===== src/rtl/axreq_pkg.sv =====
package axreq_pkg;

    localparam int LEN_W   = 8;
    localparam int SIZE_W  = 3;
    localparam int BURST_W = 2;
    localparam int CACHE_W = 4;
    localparam int ATOP_W  = 6;
    localparam int TAGOP_W = 2;

    // widest total byte count: 256 beats of 128 bytes
    localparam int TOT_W = LEN_W + 1 + (2 ** SIZE_W) - 1;

    localparam int                 REG_LEN_LIMIT   = 15;
    localparam int                 ATOMIC_MAX_SIZE = 5;
    localparam logic [CACHE_W-1:0] TAG_CACHE_REQ   = 4'b0011;
    localparam logic [TAGOP_W-1:0] TAGOP_RESERVED  = 2'b10;

    typedef enum logic [BURST_W-1:0] {
        BURST_FIXED = 2'b00,
        BURST_INCR  = 2'b01,
        BURST_WRAP  = 2'b10,
        BURST_RSVD  = 2'b11
    } burst_e;

    // violation bit positions
    localparam int RULE_SIZE      = 0;
    localparam int RULE_BYTES     = 1;
    localparam int RULE_FIXED     = 2;
    localparam int RULE_LEN       = 3;
    localparam int RULE_WIDTH     = 4;
    localparam int RULE_ALIGN     = 5;
    localparam int RULE_ATOMIC    = 6;
    localparam int RULE_TAG_BURST = 7;
    localparam int RULE_TAG_CACHE = 8;
    localparam int RULE_TAG_UNIQ  = 9;
    localparam int RULE_TAG_RSVD  = 10;
    localparam int NUM_RULES      = 11;

    typedef struct packed {
        logic [LEN_W-1:0]   len;
        logic [SIZE_W-1:0]  size;
        burst_e             burst;
        logic [CACHE_W-1:0] cache;
        logic [ATOP_W-1:0]  atop;
        logic [TAGOP_W-1:0] tagop;
        logic               idunq;
    } req_attr_t;

    typedef struct packed {
        logic [NUM_RULES-1:0] viol;
    } chk_state_t;

endpackage


===== src/rtl/axreq_limit_rules.sv =====
module axreq_limit_rules
    import axreq_pkg::*;
#(
    parameter int DATA_BYTES     = 8,
    parameter int MAX_XFER_BYTES = 4096,
    parameter bit FIXED_OFF      = 1'b0,
    parameter bit REGULAR_ONLY   = 1'b1
) (
    input  req_attr_t        attr_i,
    input  logic [TOT_W-1:0] total_bytes_i,
    input  logic             len_regular_i,
    input  logic             incr_misaligned_i,
    input  logic             wrap_misaligned_i,
    output logic             size_bad_o,
    output logic             bytes_bad_o,
    output logic             fixed_bad_o,
    output logic             len_bad_o,
    output logic             width_bad_o,
    output logic             align_bad_o
);

    localparam int                  LOG2_DB = $clog2(DATA_BYTES);
    localparam logic [SIZE_W-1:0]   FULL_SZ = SIZE_W'(LOG2_DB);
    localparam logic [TOT_W:0]      MAX_V   = (TOT_W + 1)'(MAX_XFER_BYTES);

    assign size_bad_o  = attr_i.size > FULL_SZ;
    assign bytes_bad_o = {1'b0, total_bytes_i} > MAX_V;

    generate
        if (FIXED_OFF || REGULAR_ONLY) begin : g_fixed_chk
            assign fixed_bad_o = attr_i.burst == BURST_FIXED;
        end else begin : g_fixed_ok
            assign fixed_bad_o = 1'b0;
        end

        if (REGULAR_ONLY) begin : g_regular
            logic align_bad;
            always_comb begin
                unique case (attr_i.burst)
                    BURST_INCR: align_bad = incr_misaligned_i;
                    BURST_WRAP: align_bad = wrap_misaligned_i;
                    default:    align_bad = 1'b0;
                endcase
            end
            assign len_bad_o   = !len_regular_i;
            assign width_bad_o = (attr_i.len != '0) && (attr_i.size != FULL_SZ);
            assign align_bad_o = align_bad;
        end else begin : g_free
            assign len_bad_o   = 1'b0;
            assign width_bad_o = 1'b0;
            assign align_bad_o = 1'b0;
        end
    endgenerate

endmodule


===== config.mk =====
export PLATFORM = sky130hd
export DESIGN_NAME = axreq_limit_rules
export DESIGN_NICKNAME = d
export VERILOG_FILES = /design/src/rtl/axreq_pkg.sv /design/src/rtl/axreq_limit_rules.sv
export SDC_FILE = /design/constraint.sdc
export NUM_CORES = 1
export LEC_CHECK = 0
export BUFFER_PORTS_ARGS = -buffer_cell sky130_fd_sc_hd__buf_2
export CAP_MARGIN = 5
export CORE_AREA = 2 2 39 41
export DETAILED_ROUTE_END_ITERATION = 8
export DIE_AREA = 0 0 41 43
export PLACE_DENSITY = 0.56
export SLEW_MARGIN = 0
export SYNTH_ARGS = -nofsm -noshare
export SYNTH_HDL_FRONTEND = slang
export SYNTH_SLANG_ARGS = --single-unit

===== constraint.sdc =====
create_clock -name vclk -period 0.8
set_input_delay 0 -clock vclk [all_inputs]
set_output_delay 0 -clock vclk [all_outputs]
set_load 0.1 [all_outputs]

# Yosys cells after proc, flatten, opt, wreduce, memory -nomap -nowiden
# Cells that the tools add are included.
# totals
latchBits	0
out_inout_bits	6
mem_bits_ro	0
n_memories	0
ramBits	0
reg_bits	0
wordCells	10
inputBits	45
# op_classes
n_mul	0
n_reduce_logical	4
n_div	0
n_addsub	0
bitwise_logic	0
shift	0
magnitude_cmp	2
n_mux	1
eq_ne	3
# op_table
cell	n
$gt A16 B13 Y1 const B	1
$reduce_bool A8 Y1	1
$gt A3 B2 Y1 const B	1
$ne A3 B2 Y1 const B	1
$eq A2 B1 Y1 const B	1
$eq A2 B2 Y1 const B	1
$logic_not A2 Y1	1
$pmux W1 S2	1
$logic_and A1 B1 Y1	1
$logic_not A1 Y1	1

# Depth between registers and ports, before layout
# depth
depth_word	2
mapped_depth	4
mapped_depth_nobuf	4

# Worst setup path before layout
# No wires, ideal clock.
# synth_path
kind	input -> output
from	input port attr_i[13] (netlist name)
to	output port align_bad_o
path_slack_ps	-846
t_required_ps	800
cell_stages	3
arrival_time_ps	1646
cell_sequence	inv_1 > ha_1 > nor2b_1
# synth_via
elab_chain_len	2
# synth_lines
item	line	text
start: declaration	axreq_limit_rules.sv:9	input req_attr_t attr_i,
$eq A2 B2 Y1 / $eq A2 B1 Y1 (equally long branches)	axreq_limit_rules.sv:39	unique case (attr_i.burst)
$pmux W1 S2 (*)	axreq_limit_rules.sv:39	
end: declaration	axreq_limit_rules.sv:19	output logic align_bad_o
# Every way passes the cells marked *; elsewhere a longest branch is shown, timed or not.

# Worst setup path in the final report
# layout_path
from	input port total_bytes_i[0]
to	output port bytes_bad_o
# layout_via
elab_chain_len	1
# layout_lines
item	line	text
start: declaration	axreq_limit_rules.sv:10	input logic [TOT_W-1:0] total_bytes_i,
$gt A16 B13 Y1	axreq_limit_rules.sv:27	assign bytes_bad_o = {1'b0, total_bytes_i} > MAX_V;
end: declaration	axreq_limit_rules.sv:15	output logic bytes_bad_o,
# Every way passes these cells.

==> qor.csv <==
metric,value,unit
status,"complete, but fails checks",
failed_checks,negative setup slack,
hp-class,in2out,
antenna_cells,0,
viasPerCell,4.20,
cpMaxStageDelayCell,a2111o_2,
worstPathArrival,1090,ps
io_pins,51,
die_w,41,um
dp_cells,74,
cp.buffers_inverters,2,
grt_setup_unrepaired,true,
final-seq-area,0,um2
ys_warn_count,0,
final_cells,74,
grt_max_degree,3,
relSlewSlack,86.3,%
syn_nets,67,
num-fill-cells,146,
p_leak,0.000248,uW
multiInputGateArea,190,um2
overflow,0,
die_y,43,um
seq_cells,0,
maxCapViolCount,0,
grtUsageTotal,6.69,%
ir_drop,0.000330,V
place_ws,-394,ps
coreArea,0.00138,mm2
syn_inst,19,
clock_buffers,0,
grt_pass1_wl,897,um
layout_commonest_cell,buf_2,
ys_seq_area_share,0,%
grt_antenna_before_repair,0,
start_util,9.13,%
row_count,14,
tightestPinTransition,204,ps
routed-via-count,311,
max_freq,916,MHz
whs,284,ps
final_antenna_net_count,0,
nets,108,
cp-end-kind,output pin,
crit_path_cell_trace,buf_2 -> nor4_4 -> nand3_1 -> a2111o_2 -> buf_6,
power-per-cell-area,623,mW/mm2
dp_hpwl,647,um
setup_slack,-292,ps
post-cts-setup-buffer-count,0,
drc,0,
synth.distinct_cells,11,
wl,688,um
finalMaxSlewViolations,0,
first_global_vias,302,
critPathTopFamily,compound AO/OA/AOI/OAI gates,
portBuffers,38,
avgRoutedWirePerCell,9.30,um
hold_violations,0,
timing.final.crit_share,136,%
path_class,in2out,
syn_to_final_growth,303,%
first_pass_iters,1,
synth_area_per_cell,6.65,um2
setup_tns,-292,ps
cp-start-kind,input port,
final-setup-viol-count,1,
startpoint,total_bytes_i[0],
final_cell_mix,"buf_2, buf_12, nor4_2",
die-area,0.00176,mm2
postCtsHoldBufs,0,
crit_path_max_fanout,1,
min_from,attr_i[17],
globalplace.congestion,0.481,
syn_area,126,um2
critPathMaxStageDelay,430,ps
post-route-min-period,1090,ps
critPathRequiredTime,800,ps
drive_above_1_share,91.4,%
first_iter_violations,0,
==> cells in the mapped netlist (all sizes together) <==
cell | number | share of area, %
nor4 | 5 | 25
a22oi | 1 | 5.9
inv | 3 | 8.9
nor2 | 1 | 3.0
clkbuf | 1 | 3.0
a2111o | 1 | 8.9
nand2 | 1 | 3.0
nand3 | 1 | 4.0
a21oi | 1 | 4.0
nor2b | 1 | 5.0
ha | 3 | 30
==> metal layers <==
layer | global-route usage (%) | part of all wire (%) | vias to the layer above | routed length [um]
li1 | - | - | 149 | -
met3 | 0.524 | 19 | 0 | 130
met1 | 4.11 | 22 | 138 | 148
met5 | 0 | 0 | - | 0
met4 | 0 | 0 | 0 | 0
met2 | 16.6 | 59 | 24 | 409
==> final cells by class <==
| cell class | count | area share (%) |
|---|---|---|
| Multi-Input combinational cell | 15 | 37.3 |
| Timing Repair Buffer | 40 | 56.5 |
| Inverter | 3 | 2.21 |
| Tap cell | 16 | 3.93 |
==> cells by family (layout without fill, tap and decap cells) <==
logic type	count (synthesis)	count (layout)	share of synthesized area, %
compound gates	3	3	18.8
simple gates	9	9	39.6
fa+ha+maj	3	3	29.7
buf+inv	4	43	11.9
==> report_power, final <==
| part | internal, uW | leakage, uW | switching, uW |
|---|---|---|---|
| Combinational | 139 | 0.000248 | 179 |
| Sequential | 0 | 0 | 0 |
| Clock | 0 | 0 | 0 |
| Total | 139 | 0.000248 | 179 |
==> stage by stage <==
| stage | instance area [um2] | total power [uW] | util (%) |
|---|---|---|---|
| floorplan | 186 | 151 | - |
| global placement | 467 | 296 | 33.7 |
| detailed placement | 467 | 300 | 33.7 |
| CTS | 484 | 309 | 35.0 |
| global route | 509 | 338 | 36.8 |
| finish | 509 | 317 | 36.8 |
==> path summary, 6_finish.rpt <==
| check | end | slack (ps) | cells after the start |
|---|---|---|---|
| worst max-delay path | bytes_bad_o | -290 | 5 |
| worst min-delay path | size_bad_o | 280 | 2 |
==> what timing repair did <==
item	4_1_cts	5_1_grt
gates cloned	0	0
setup endpoints to repair	3	3
pin swaps	0	1
gates resized for setup	5	7
No activity file was read; power rests on OpenSTA's default activity.
